**src/rtl/tod_alarm_pkg.sv**
```systemverilog
package tod_alarm_pkg;
  localparam int BYTE_W    = 8;
  localparam int DAY_W     = 3;
  localparam int SEL_W     = 2;

  typedef enum logic [SEL_W-1:0] {
    SEL_MIN  = 2'd0,
    SEL_HOUR = 2'd1,
    SEL_DAY  = 2'd2,
    SEL_CTRL = 2'd3
  } alm_sel_e;
endpackage

```
**src/rtl/tod_alarm_rst_sync.sv**
```systemverilog
module tod_alarm_rst_sync #(
  parameter int STAGES = 2
) (
  input  logic clk,
  input  logic rst_n,
  output logic rst_sync_n
);
  logic [STAGES-1:0] chain_q;

  genvar gi;
  generate
    for (gi = 0; gi < STAGES; gi++) begin : g_stage
      always_ff @(posedge clk or negedge rst_n) begin
        if (!rst_n) chain_q[gi] <= 1'b0;
        else if (gi == 0) chain_q[gi] <= 1'b1;
        else chain_q[gi] <= chain_q[(gi == 0) ? 0 : gi-1];
      end
    end
  endgenerate

  assign rst_sync_n = chain_q[STAGES-1];
endmodule

```
**src/rtl/tod_alarm_regs.sv**
```systemverilog
module tod_alarm_regs
  import tod_alarm_pkg::*;
#(
  parameter int DW   = BYTE_W,
  parameter int DAYW = DAY_W
) (
  input  logic            clk,
  input  logic            rst_n,
  input  logic [SEL_W-1:0] reg_sel,
  input  logic            reg_rd,
  input  logic            reg_wr,
  input  logic [DW-1:0]   reg_wdata,
  input  logic            flag,
  output logic [DW-1:0]   reg_rdata,
  output logic [DW-1:0]   min_alm,
  output logic [DW-1:0]   hour_alm,
  output logic            day_mask,
  output logic [DAYW-1:0] day_val,
  output logic            irq_mask,
  output logic            alm_access
);
  localparam int PAD_W = DW - 1 - DAYW;

  logic [DW-1:0]   min_q, min_d, hour_q, hour_d;
  logic            dmask_q, dmask_d, imask_q, imask_d;
  logic [DAYW-1:0] dval_q, dval_d;
  logic            wr_min, wr_hour, wr_day, wr_ctrl;

  always_comb begin
    wr_min  = reg_wr && (reg_sel == SEL_MIN);
    wr_hour = reg_wr && (reg_sel == SEL_HOUR);
    wr_day  = reg_wr && (reg_sel == SEL_DAY);
    wr_ctrl = reg_wr && (reg_sel == SEL_CTRL);
    min_d   = wr_min  ? reg_wdata : min_q;
    hour_d  = wr_hour ? reg_wdata : hour_q;
    dmask_d = wr_day  ? reg_wdata[DW-1] : dmask_q;
    dval_d  = wr_day  ? reg_wdata[DAYW-1:0] : dval_q;
    imask_d = wr_ctrl ? reg_wdata[1] : imask_q;
  end

  always_ff @(posedge clk or negedge rst_n) begin
    if (!rst_n) begin
      min_q   <= '0;
      hour_q  <= '0;
      dmask_q <= 1'b0;
      dval_q  <= '0;
      imask_q <= 1'b1;
    end else begin
      min_q   <= min_d;
      hour_q  <= hour_d;
      dmask_q <= dmask_d;
      dval_q  <= dval_d;
      imask_q <= imask_d;
    end
  end

  always_comb begin
    unique case (reg_sel)
      SEL_MIN:  reg_rdata = min_q;
      SEL_HOUR: reg_rdata = hour_q;
      SEL_DAY:  reg_rdata = {dmask_q, {PAD_W{1'b0}}, dval_q};
      default:  reg_rdata = {{(DW-2){1'b0}}, imask_q, flag};
    endcase
  end

  assign alm_access = (reg_rd || reg_wr) && (reg_sel != SEL_CTRL);
  assign min_alm    = min_q;
  assign hour_alm   = hour_q;
  assign day_mask   = dmask_q;
  assign day_val    = dval_q;
  assign irq_mask   = imask_q;
endmodule

```
**src/rtl/tod_alarm_match.sv**
```systemverilog
module tod_alarm_match
  import tod_alarm_pkg::*;
#(
  parameter int DW   = BYTE_W,
  parameter int DAYW = DAY_W
) (
  input  logic [DW-1:0]   min_alm,
  input  logic [DW-1:0]   hour_alm,
  input  logic            day_mask,
  input  logic [DAYW-1:0] day_val,
  input  logic [DW-2:0]   cur_min,
  input  logic [DW-2:0]   cur_hour,
  input  logic [DAYW-1:0] cur_day,
  output logic            hit
);
  logic min_ok, hour_ok, day_ok;

  always_comb begin
    min_ok  = min_alm[DW-1]  || (min_alm[DW-2:0]  == cur_min);
    hour_ok = hour_alm[DW-1] || (hour_alm[DW-2:0] == cur_hour);
    day_ok  = day_mask       || (day_val          == cur_day);
    hit     = min_ok && hour_ok && day_ok;
  end
endmodule

```
**src/rtl/tod_alarm_flag.sv**
```systemverilog
module tod_alarm_flag (
  input  logic clk,
  input  logic rst_n,
  input  logic eval_stb,
  input  logic hit,
  input  logic clr,
  input  logic irq_mask,
  output logic flag,
  output logic irq
);
  logic flag_q, flag_d, irq_q, irq_d;

  always_comb begin
    if (clr)                  flag_d = 1'b0;
    else if (eval_stb && hit) flag_d = 1'b1;
    else                      flag_d = flag_q;
    irq_d = flag_q && !irq_mask;
  end

  always_ff @(posedge clk or negedge rst_n) begin
    if (!rst_n) begin
      flag_q <= 1'b0;
      irq_q  <= 1'b0;
    end else begin
      flag_q <= flag_d;
      irq_q  <= irq_d;
    end
  end

  assign flag = flag_q;
  assign irq  = irq_q;
endmodule

```
**src/rtl/tod_alarm_cmp.sv**
```systemverilog
module tod_alarm_cmp
  import tod_alarm_pkg::*;
#(
  parameter int DW          = BYTE_W,
  parameter int DAYW        = DAY_W,
  parameter int SYNC_STAGES = 2
) (
  input  logic             clk,
  input  logic             rst_n,
  input  logic [SEL_W-1:0] reg_sel,
  input  logic             reg_rd,
  input  logic             reg_wr,
  input  logic [DW-1:0]    reg_wdata,
  output logic [DW-1:0]    reg_rdata,
  input  logic [DW-2:0]    cur_min,
  input  logic [DW-2:0]    cur_hour,
  input  logic [DAYW-1:0]  cur_day,
  input  logic             hund99_stb,
  input  logic             sec_roll_stb,
  output logic             alarm_irq
);
  logic            rst_sync_n;
  logic [DW-1:0]   min_alm, hour_alm;
  logic            day_mask, irq_mask, alm_access, hit, flag;
  logic [DAYW-1:0] day_val;
  logic            eval_stb;

  assign eval_stb = hund99_stb && sec_roll_stb;

  tod_alarm_rst_sync #(.STAGES(SYNC_STAGES)) u_rst (
    .clk(clk), .rst_n(rst_n), .rst_sync_n(rst_sync_n)
  );

  tod_alarm_regs #(.DW(DW), .DAYW(DAYW)) u_regs (
    .clk(clk), .rst_n(rst_sync_n), .reg_sel(reg_sel), .reg_rd(reg_rd),
    .reg_wr(reg_wr), .reg_wdata(reg_wdata), .flag(flag),
    .reg_rdata(reg_rdata), .min_alm(min_alm), .hour_alm(hour_alm),
    .day_mask(day_mask), .day_val(day_val), .irq_mask(irq_mask),
    .alm_access(alm_access)
  );

  tod_alarm_match #(.DW(DW), .DAYW(DAYW)) u_match (
    .min_alm(min_alm), .hour_alm(hour_alm), .day_mask(day_mask),
    .day_val(day_val), .cur_min(cur_min), .cur_hour(cur_hour),
    .cur_day(cur_day), .hit(hit)
  );

  tod_alarm_flag u_flag (
    .clk(clk), .rst_n(rst_sync_n), .eval_stb(eval_stb), .hit(hit),
    .clr(alm_access), .irq_mask(irq_mask), .flag(flag), .irq(alarm_irq)
  );
endmodule

```
**config.mk**
```make
export PLATFORM = sky130hd
export DESIGN_NAME = tod_alarm_cmp
export DESIGN_NICKNAME = d
export VERILOG_FILES = /design/src/rtl/tod_alarm_pkg.sv /design/src/rtl/tod_alarm_rst_sync.sv /design/src/rtl/tod_alarm_regs.sv /design/src/rtl/tod_alarm_match.sv /design/src/rtl/tod_alarm_flag.sv /design/src/rtl/tod_alarm_cmp.sv
export SDC_FILE = /design/constraint.sdc
export NUM_CORES = 1
export LEC_CHECK = 0
export ABC_AREA = 0
export CORE_UTILIZATION = 45
export CTS_BUF_LIST = sky130_fd_sc_hd__clkbuf_8
export CTS_CLUSTER_DIAMETER = 80
export DETAILED_ROUTE_END_ITERATION = 7
export PLACE_DENSITY = 0.77
export SKIP_LAST_GASP = 1
export SYNTH_ARGS = -nofsm -noshare
export SYNTH_HDL_FRONTEND = slang
export SYNTH_HIERARCHICAL = 1
export SYNTH_SLANG_ARGS = --single-unit
```
**constraint.sdc**
```tcl
create_clock -name clk -period 3.2 [get_ports clk]
set_input_delay 0.64 -clock clk [delete_from_list [all_inputs] [get_ports clk]]
set_output_delay 0.64 -clock clk [all_outputs]
set_load 0.05 [all_outputs]
```
Yosys cells after proc, flatten, opt, wreduce, memory -nomap -nowiden
Cells that the tools add are included.
{"block": "op_classes", "mux": 3, "n_reduce_logical": 17, "eq_ne": 7}
{"op": "8-bit case mux with 3 select lines", "n": 1}
{"op": "7-bit == test", "n": 2}
{"op": "1-bit logical AND", "n": 10}
{"op": "2-bit == test (second input constant)", "n": 2}
{"op": "1-bit logical OR", "n": 4}
{"op": "3-bit == test", "n": 1}
{"op": "2-bit by 1-bit == test with 1-bit output (second input constant)", "n": 1}
{"op": "2-bit zero test", "n": 1}
{"op": "1-bit two-way mux", "n": 2}
{"op": "2-bit inequality test (second input constant)", "n": 1}
{"op": "2-bit nonzero test", "n": 1}
{"op": "1-bit zero test", "n": 1}
{"block": "totals", "elab_cells": 36, "register_bits": 25, "output_inout_bits": 9}

Longest topological paths before layout
Gate-level depths: netlist (run 1).
{"block": "logic_depth", "word_depth": 7, "depth_mapped": 6}

Hierarchy
Netlist (run 1), hierarchy kept.
{"module": "tod_alarm_regs", "area_each_um2": 989.7, "cells_per_inst": 66, "n_inst": 1}
{"module": "tod_alarm_match", "area_each_um2": 190.2, "cells_per_inst": 23, "n_inst": 1}
{"module": "tod_alarm_flag", "area_each_um2": 67.6, "cells_per_inst": 5, "n_inst": 1}
{"module": "tod_alarm_rst_sync", "area_each_um2": 53.8, "cells_per_inst": 3, "n_inst": 1}
{"module": "tod_alarm_cmp", "area_each_um2": 6.3, "cells_per_inst": 1, "n_inst": 1}

Worst setup path before layout (run 1)
OpenSTA, ideal clock, no wires.
{"block": "synth_path", "kind": "input to output", "startpoint": "in reg_sel[0]", "endpoint": "out reg_rdata[2]", "arrival_ns": 1.827, "t_required_ns": 2.560, "path_slack_ns": 0.733, "path_stages": 4, "n_path_buf": 2, "cell_sequence": "clkbuf_2 > buf_6 > mux2i_1 > o2bb2ai_1"}
{"block": "synth_between", "elab_chain_cells": 2, "elab_cells_between_ends": 4}
{"item": "start, declared", "line": "tod_alarm_cmp.sv:10", "rtl": "input logic [SEL_W-1:0] reg_sel,"}
{"item": "2-bit == test (tied with other cells)", "line": "tod_alarm_regs.sv:58", "rtl": "unique case (reg_sel)"}
{"item": "8-bit case mux with 3 select lines *", "line": "tod_alarm_regs.sv:58"}
{"item": "end, declared", "line": "tod_alarm_cmp.sv:14", "rtl": "output logic [DW-1:0] reg_rdata,"}
Mark *: on every way between the ends. The rest lies on a longest branch, timed or not.

Final worst setup path (run 1)
Same ends and word-level chain as after synthesis.

==> reports/results.txt, run 1 <==
pre-CTS WS: 542 ps
post-synthesis sequential area ratio: 47.9%
final hold vios: 0
Port Buf Inserts: 41
Clk pin slew, worst setup/hold paths: 80 ps
core region area: 0.00276 mm²
Post-CTS Hold Buffers: 0
DRT Wirelength: 2880 µm
vias in the first global route: 1028
nets: 176
DP Wirelength: 2240 µm
Initial Util: 47.4%
Worst Path Arrival: 2020 ps
met3 track utilization from global routing: 3.95%
wire per inst: 16.6 µm
CTS tree: built
Highest Clock Rate: 376 MHz
CP startpoint: reg_sel[0]
register bit total from synthesis: 25
Hold Path Class: flop to flop
Post-CTS Setup Repair Bufs: 0
via-per-instance ratio: 5.48
Fill cells: 229
Mapped Nets: 131
Inserted Clock Buffers: 3
Final Cell Area: 0.00185 mm²
Antenna diodes: 0
worst setup margin: 540 ps
cells after synthesis: 98
crit path max fanout: 12
routability cong.: 0.789
Antenna Nets Post-Route: 0
Final Cycle Share: 83.1%
cell family with most CP delay: buffers and inverters
met2 Resource Use GR: 36.3%
GRT Util Overall: 21.1%
placed inst area: 0.00181 mm²
Synth warnings: 6
number of max-slew violations in the final report: 0
final setup violation count: 0
smallest hold slack: 362 ps
RSZ-0062 raised after global routing: false
Die W: 55.9 µm
largest net degree at the start of global routing: 24
initial antenna violation count: 0
Synth area leader: dfrtp_1
Yosys cell types: 25
crit path capture type: primary output
Top Usage Layer GRT: met2
relative slew slack: 39.8%
Syn Area/Cell: 13.3 µm²
CTS Sinks: 25
Leakage: 0.774 nW
clk_lat worst skew: 270 ps
io pins: 42
worst-margin pin slew: 903 ps
reg2reg start: u_regs/min_alm[0]
first-pass GRT wire length: 4910 µm
run status: completed
Worst Path Buf+Inv: 3
Tmin final: 2660 ps
Vias: 948
min-delay src: u_rst/chain_q[0]
top-area cell type share of the netlist area: 45.9%
crit path kind: input port to primary output
Final Skew: 2.24 ps
drt first-iter violations: 28
cell chain of the critical path: clkdlybuf4s50_1, buf_4, and2b_2, o2bb2ai_1, buf_12
DRT Pass-1 Iters: 4
layout cells sized above 1: 27.5%
Post-Syn Area: 0.00131 mm²
Critical Path Slowest Stage Cell: clkdlybuf4s50_1
Clock Path Buffers: 2
startpoint type of the worst setup path: input port
gr ovfl total: 0
area grow syn2layout: 41.5%
Residual DRC: 0
max_cap viols: 0
Max H-tree Level: 1
site row count: 19
CTS Root Cell: clkbuf_8
met1 usage: 26.0%
CP peak stage delay: 530 ps
final setup TNS: 0 ps
synth top area cells: dfrtp_1, mux2_2, xnor2_1
full die area: 0.00313 mm²
PostCTS Resize Cnt: 0
Critical Path RT: 2560 ps
worst vdd ir: 0.376 mV
commonest non-fill, non-tap cells in the layout: clkdlybuf4s50_1, dfrtp_1, mux2_2
chip height: 55.9 µm
pwr dens: 498 mW/mm²
commonest non-fill, non-tap cell in the layout: clkdlybuf4s50_1
[layer usage]
metal  part of all wire [%]  up-vias
met2                     51       26
met3                    4.7        4
met5                      0        -
met1                     42      476
met4                    2.1        0
li1                       -      442
[cell families (layout without fill, tap and decap cells)]
logic type | Yosys count | after routing | synth area share [%]
DFF | 25 | 25 | 47.9
buffers and inverters | 3 | 47 | 1.63
xor gates and xnor gates | 17 | 17 | 11.4
muxes | 29 | 29 | 26.7
other | 1 | 1 | 0.287
and+or+nand+nor | 16 | 16 | 8.13
AOI/OAI and AO/OA | 7 | 7 | 3.92
[layout make-up]
cell class / count / area, µm² / area share (%)
multi-input combinational: 70 / 659 / 35.6
tap: 31 / 38.8 / 2.10
clock buffer: 3 / 41.3 / 2.23
sequential: 25 / 627 / 33.9
timing repair buffer: 43 / 480 / 26.0
clock inverter: 1 / 3.75 / 0.203
[per-stage QoR]
| step | cells | util [%] | power [mW] |
|---|---|---|---|
| after floorplan | 98 | - | 0.607 |
| after global placement | 169 | 65.5 | 0.741 |
| after detailed placement | 169 | 65.5 | 0.751 |
| after CTS | 173 | 67.1 | 0.936 |
| after global routing | 173 | 67.1 | 0.969 |
| final | 173 | 67.1 | 0.922 |
[power breakdown]
| part | switching [mW] | internal, mW | total [mW] |
|---|---|---|---|
| clock | 0.0950 | 0.0859 | 0.181 |
| combinational | 0.142 | 0.177 | 0.319 |
| sequential | 0.0526 | 0.370 | 0.423 |
| total | 0.290 | 0.633 | 0.922 |
[synthesized netlist by cell type (all sizes together)]
library cell  instances
dfstp                 1
and2                  1
o2bb2ai               2
mux2i                 6
nor3b                 1
dfrtp                24
nor2                  6
a31oi                 1
clkbuf                1
mux2                 21
a41oi                 2
nor3                  1
mux4                  2
and2b                 1
buf                   2
xor2                  8
nor4                  2
a21oi                 2
xnor2                 9
conb                  1
nor2b                 1
nand3                 1
nand3b                2
[final timing paths]
check                      slack, ps  cells past startpoint            endpoint
max in group asynchronous       2270                      0          u_flag/irq
hold reg to reg                  360                      0    u_rst/rst_sync_n
setup / recovery                 540                      5        reg_rdata[2]
min in group asynchronous        380                      0  u_regs/hour_alm[0]
setup reg to reg                1680                      6         u_flag/flag
hold / removal                   360                      0    u_rst/rst_sync_n
[registers in the layout, indices dropped and copies added (netlist names)]
signal            count
u_regs/min_alm        8
u_regs/day_val        3
u_regs/irq_mask       1
u_flag/irq            1
u_rst/rst_sync_n      1
u_flag/flag           1
u_regs/day_mask       1
u_rst/chain_q         1
u_regs/hour_alm       8
(Power assumes the default switching activity.)
==> inputs of run 2 (changes only) <==
Settings changed: CORE_UTILIZATION 45 to 43.
Clock period 3.2 ns to 2.35 ns, I/O delays scaled along.
==> run 2 against run 1 <==
The run now ends with design-rule violations left; hold slack worse by 5.8 ps; clock power up 35%; combinational power up 37%; setup slack worse by 490 ps; power up 36%; first-iteration DRC count down 3.6%; non-clock buffer count up 3; sequential power up 36%; via count down 2.4%; largest cell class unchanged.
==> reports/results.txt, run 2 (synthesized netlist as in run 1, its figures left out) <==
run status: finished, violations left
failing checks: design-rule violations
worst vdd ir: 0.477 mV
Antenna Nets Post-Route: 0
GRT Util Overall: 18.7%
RSZ-0062 raised after global routing: false
Critical Path RT: 1880 ps
Clk pin slew, worst setup/hold paths: 90 ps
pwr dens: 669 mW/mm²
Leakage: 0.788 nW
Inserted Clock Buffers: 3
layout cells sized above 1: 29.7%
Port Buf Inserts: 41
crit path kind: input port to primary output
area grow syn2layout: 43.6%
chip height: 57.1 µm
commonest non-fill, non-tap cells in the layout: clkdlybuf4s50_1, dfrtp_1, mux2_2
Highest Clock Rate: 436 MHz
CTS Root Cell: clkbuf_8
Post-CTS Setup Repair Bufs: 0
total power: 1.26 mW
DRT Wirelength: 2850 µm
full die area: 0.00326 mm²
first-pass GRT wire length: 4690 µm
Hold Path Class: input port to asynchronous set/reset pin
Die W: 57.1 µm
gr ovfl total: 0
Residual DRC: 8
CTS Sinks: 25
drt first-iter violations: 27
Vias: 925
CTS tree: built
DP Wirelength: 2260 µm
crit path capture type: primary output
CP peak stage delay: 570 ps
Worst Path Arrival: 1830 ps
io pins: 42
core region area: 0.00283 mm²
final setup TNS: 0 ps
Critical Path Slowest Stage Cell: clkdlybuf4s50_1
vias in the first global route: 1027
wire per inst: 16.2 µm
relative slew slack: 38.4%
Max H-tree Level: 1
initial antenna violation count: 0
largest net degree at the start of global routing: 24
Final Cycle Share: 97.7%
worst-margin pin slew: 924 ps
Fill cells: 219
clk_lat worst skew: 260 ps
site row count: 19
cell family with most CP delay: buffers and inverters
max_cap viols: 0
Final Skew: 8.58 ps
Clock Path Buffers: 2
Tmin final: 2300 ps
number of max-slew violations in the final report: 0
DRT Pass-1 Iters: 7
routability cong.: 0.838
nets: 179
Worst Path Buf+Inv: 3
commonest non-fill, non-tap cell in the layout: clkdlybuf4s50_1
Initial Util: 46.2%
crit path max fanout: 10
final setup violation count: 0
startpoint type of the worst setup path: input port
cell chain of the critical path: clkdlybuf4s50_1, buf_6, and2b_2, o2bb2ai_1, buf_12
via-per-instance ratio: 5.26
final hold vios: 0
Antenna diodes: 0
run 2: power breakdown:
part           switching (mW)  internal [mW]
sequential             0.0714          0.504
clock                   0.126          0.118
combinational           0.192          0.244
run 2: per-layer routing:
metal  wire length (µm)  up-vias  track usage [%]
met4                  0        0             4.53
met2               1440       33             32.6
li1                   -      448                -
met3                169        0             3.40
met5                  0        -                0
met1               1250      444             24.2
run 2: layout make-up:
| type | count | area [µm²] | share of cell area [%] |
|---|---|---|---|
| Tap cell | 31 | 38.8 | 2.07 |
| Sequential cell | 25 | 627 | 33.4 |
| Multi-Input combinational cell | 70 | 659 | 35.1 |
| Clock buffer | 3 | 41.3 | 2.20 |
| Clock inverter | 1 | 5.00 | 0.266 |
| Timing Repair Buffer | 46 | 507 | 27.0 |
run 2: through the flow:
| stage | instances | setup slack [ps] | util [%] | hold slack [ps] | area (µm²) |
|---|---|---|---|---|---|
| 3_3_place_gp | 172 | 59.0 | 64.6 | 338 | 1830 |
| 3_5_place_dp | 172 | 46.6 | 64.6 | 340 | 1830 |
| 4_1_cts | 176 | 31.6 | 66.3 | 352 | 1870 |
| 2_1_floorplan | 98 | 223 | - | 174 | 1310 |
| 6_report | 176 | 54.8 | 66.4 | 356 | 1880 |
| 5_1_grt | 176 | 32.3 | 66.4 | 353 | 1880 |
run 2: path summary, 6_finish.rpt:
kind	start	end	slack (ps)	depth (start not counted)
worst min-delay path	rst_n	u_rst/chain_q[0]	360	1
worst max register to register	u_regs/min_alm[0]	u_flag/flag	810	6
worst min register to register	u_rst/chain_q[0]	u_rst/rst_sync_n	360	0
worst max-delay path	reg_sel[0]	reg_rdata[7]	50	5
min in group clk	u_rst/chain_q[0]	u_rst/rst_sync_n	360	0
max in group asynchronous	u_rst/rst_sync_n	u_regs/day_mask	1390	0
run 2: worst register-to-register path, delay by kind of cell (launching register included):
family	cells	cell delay (ps)
and+or+nand+nor	3	680
AOI/OAI and AO/OA	2	250
xor gates and xnor gates	1	160
DFF	1	410
run 2: repair_timing:
item | in CTS | in global routing
hold buffers | 0 | 0
endpoints found under the setup margin | 0 | 2
resized for setup | 0 | 1
endpoints found under the hold margin | 0 | 0
==> inputs of run 3 (changes only) <==
Settings changed: ABC_CLOCK_PERIOD_IN_PS set to 2350, SYNTH_HIERARCHICAL 1 to unset.
==> run 3 against run 2 <==
The flow still finishes with violations (design-rule violations); non-clock buffer count rose by 1; critical path depth did not move; clock skew fell by 4.7 ps; design area rose by 1.2%; count of clock-buffer cells in the layout did not move; hold slack barely moved; cell count rose by 1.1%; critical path type unchanged.
==> reports/results.txt, run 3 <==
final core occ: 67.2%
crit path kind: input port to primary output
Synth area leader: dfrtp_1
Max H-tree Level: 1
Placed Cells incl. Taps: 174
relative slew slack: 38.4%
CTS tree: built
Antenna Nets Post-Route: 0
final setup TNS: 0 ps
commonest non-fill, non-tap cell in the layout: clkdlybuf4s50_1
Residual DRC: 3
Post-Syn Area: 0.00131 mm²
gr ovfl total: 0
DP Wirelength: 2390 µm
DRT Wirelength: 2960 µm
final hold vios: 0
synth top area cells: dfrtp_1, mux2_2, xor2_1
hold depth: 0
Antenna diodes: 0
largest net degree at the start of global routing: 24
Port Buf Inserts: 41
RSZ-0062 raised after global routing: true
Critical Path RT: 1880 ps
Syn Area/Cell: 13.2 µm²
pre-CTS WS: 86.0 ps
Post-CTS Setup Repair Bufs: 0
Inserted Clock Buffers: 3
post-synthesis sequential area ratio: 47.8%
crit path max fanout: 7
chip height: 57.2 µm
Worst Path Arrival: 1780 ps
vias in the first global route: 1082
Non-Filler Instances: 178
first-pass GRT wire length: 4930 µm
io pins: 42
Post-synth EDFFs: 0
Tmin final: 2250 ps
Yosys cell types: 27
Final Skew: 3.89 ps
full die area: 0.00327 mm²
count leader, synth: dfrtp_1
clk_lat worst skew: 260 ps
drt first-iter violations: 12
Vias: 946
Final Cell Area: 0.00190 mm²
Die W: 57.2 µm
pwr dens: 662 mW/mm²
initial antenna violation count: 0
largest family of logic cells by synthesized area: multiplexers
routability cong.: 0.837
layout cells sized above 1: 32.0%
placed inst area: 0.00185 mm²
CTS Root Cell: clkbuf_8
crit path capture type: primary output
worst vdd ir: 0.470 mV
failing checks: design-rule violations
number of max-slew violations in the final report: 0
Final Cycle Share: 95.8%
commonest non-fill, non-tap cells in the layout: clkdlybuf4s50_1, dfrtp_1, mux2_2
DRT Pass-1 Iters: 6
Clock Path Buffers: 2
cell depth of the worst flop-to-flop path: 4
max_cap viols: 0
Leakage: 0.803 nW
wire per inst: 16.6 µm
top-area cell type share of the netlist area: 45.8%
smallest hold slack: 355 ps
post-synthesis compound-gate area fraction: 4.01%
Synth Area in Adders: 0%
core region area: 0.00283 mm²
site row count: 19
Initial Util: 46.4%
nets: 181
ys flop type: dfrtp_1
Synth Area in XOR/XNOR: 11.4%
CTS Sinks: 25
Post-Synth Simple-Gate Area: 8.40%
GRT Util Overall: 20.3%
Mapped Nets: 132
area grow syn2layout: 44.9%
final setup violation count: 0
total power: 1.26 mW
worst-margin pin slew: 924 ps
cells after synthesis: 99
Post-synth top cells: dfrtp_1, mux2_2, xor2_1
run status: finished, violations left
Synth warnings: 0
register bit total from synthesis: 25
startpoint type of the worst setup path: input port
Clk pin slew, worst setup/hold paths: 80 ps
via-per-instance ratio: 5.31
multiplexer area fraction after synthesis: 26.3%
worst setup margin: 99.2 ps
FFs w/ async S/R, synth: 100%
Hold Path Class: flop to flop
Highest Clock Rate: 444 MHz
-- run 3: changes by cell type after synthesis, sizes merged, moves of 2 or more --
cell and delta:
o2bb2ai -2, nor2 -2, xor2 +3, xnor2 -3, a21oi -2, nand2 +4
o21ai +3
-- run 3: logic make-up after synthesis --
logic type / Yosys count
compound gates: 7
other cells: 1
mux: 29
simple gates: 17
flops: 25
xor+xnor: 17
buf+inv: 3
-- run 3: power breakdown --
group	total (mW)	internal (mW)	switching (mW)	leakage (nW)
registers	0.578	0.504	0.0737	0.298
clock network	0.245	0.118	0.127	0.0255
logic	0.437	0.243	0.194	0.479
-- run 3: critical path, cell delays in order --
cell and delay, ps:
clkdlybuf4s50_1 470, buf_4 200, buf_4 150, o21ai_0 310
buf_12 180
-- run 3: final cells by class --
class	count	area [µm²]
multi-input combinational	71	666
clock buffer	3	41.3
tap	31	38.8
timing repair buffer	47	523
sequential	25	627
clock inverter	1	5.00
fill	231	928
-- run 3: repair_timing --
| action | in CTS | in global routing |
|---|---|---|
| setup endpoints to repair | 0 | 3 |
| hold endpoints to repair | 0 | 0 |
| gates resized for setup | 0 | 2 |
| hold buffers | 0 | 0 |
-- run 3: per-layer routing --
layer  global-route usage, %  part of all wire, %  wire length (µm)  vias up
met5                       0                    0                 0        -
met1                    25.1                   42              1260      458
li1                        -                    -                 -      451
met2                    34.5                   51              1500       33
met3                    5.22                  5.9               174        4
met4                    6.97                 0.98                29        0
-- run 3: path summary, 6_finish.rpt --
kind / to / slack [ps] / from
max in group asynchronous: u_flag.flag / 1400 / u_rst.rst_sync_n
setup reg to reg: u_flag.flag / 880 / u_regs.min_alm[5]
hold / removal: u_rst.rst_sync_n / 360 / u_rst.chain_q[0]
hold reg to reg: u_rst.rst_sync_n / 360 / u_rst.chain_q[0]
min in group asynchronous: u_rst.chain_q[0] / 370 / rst_n
setup / recovery: reg_rdata[2] / 100 / reg_sel[0]
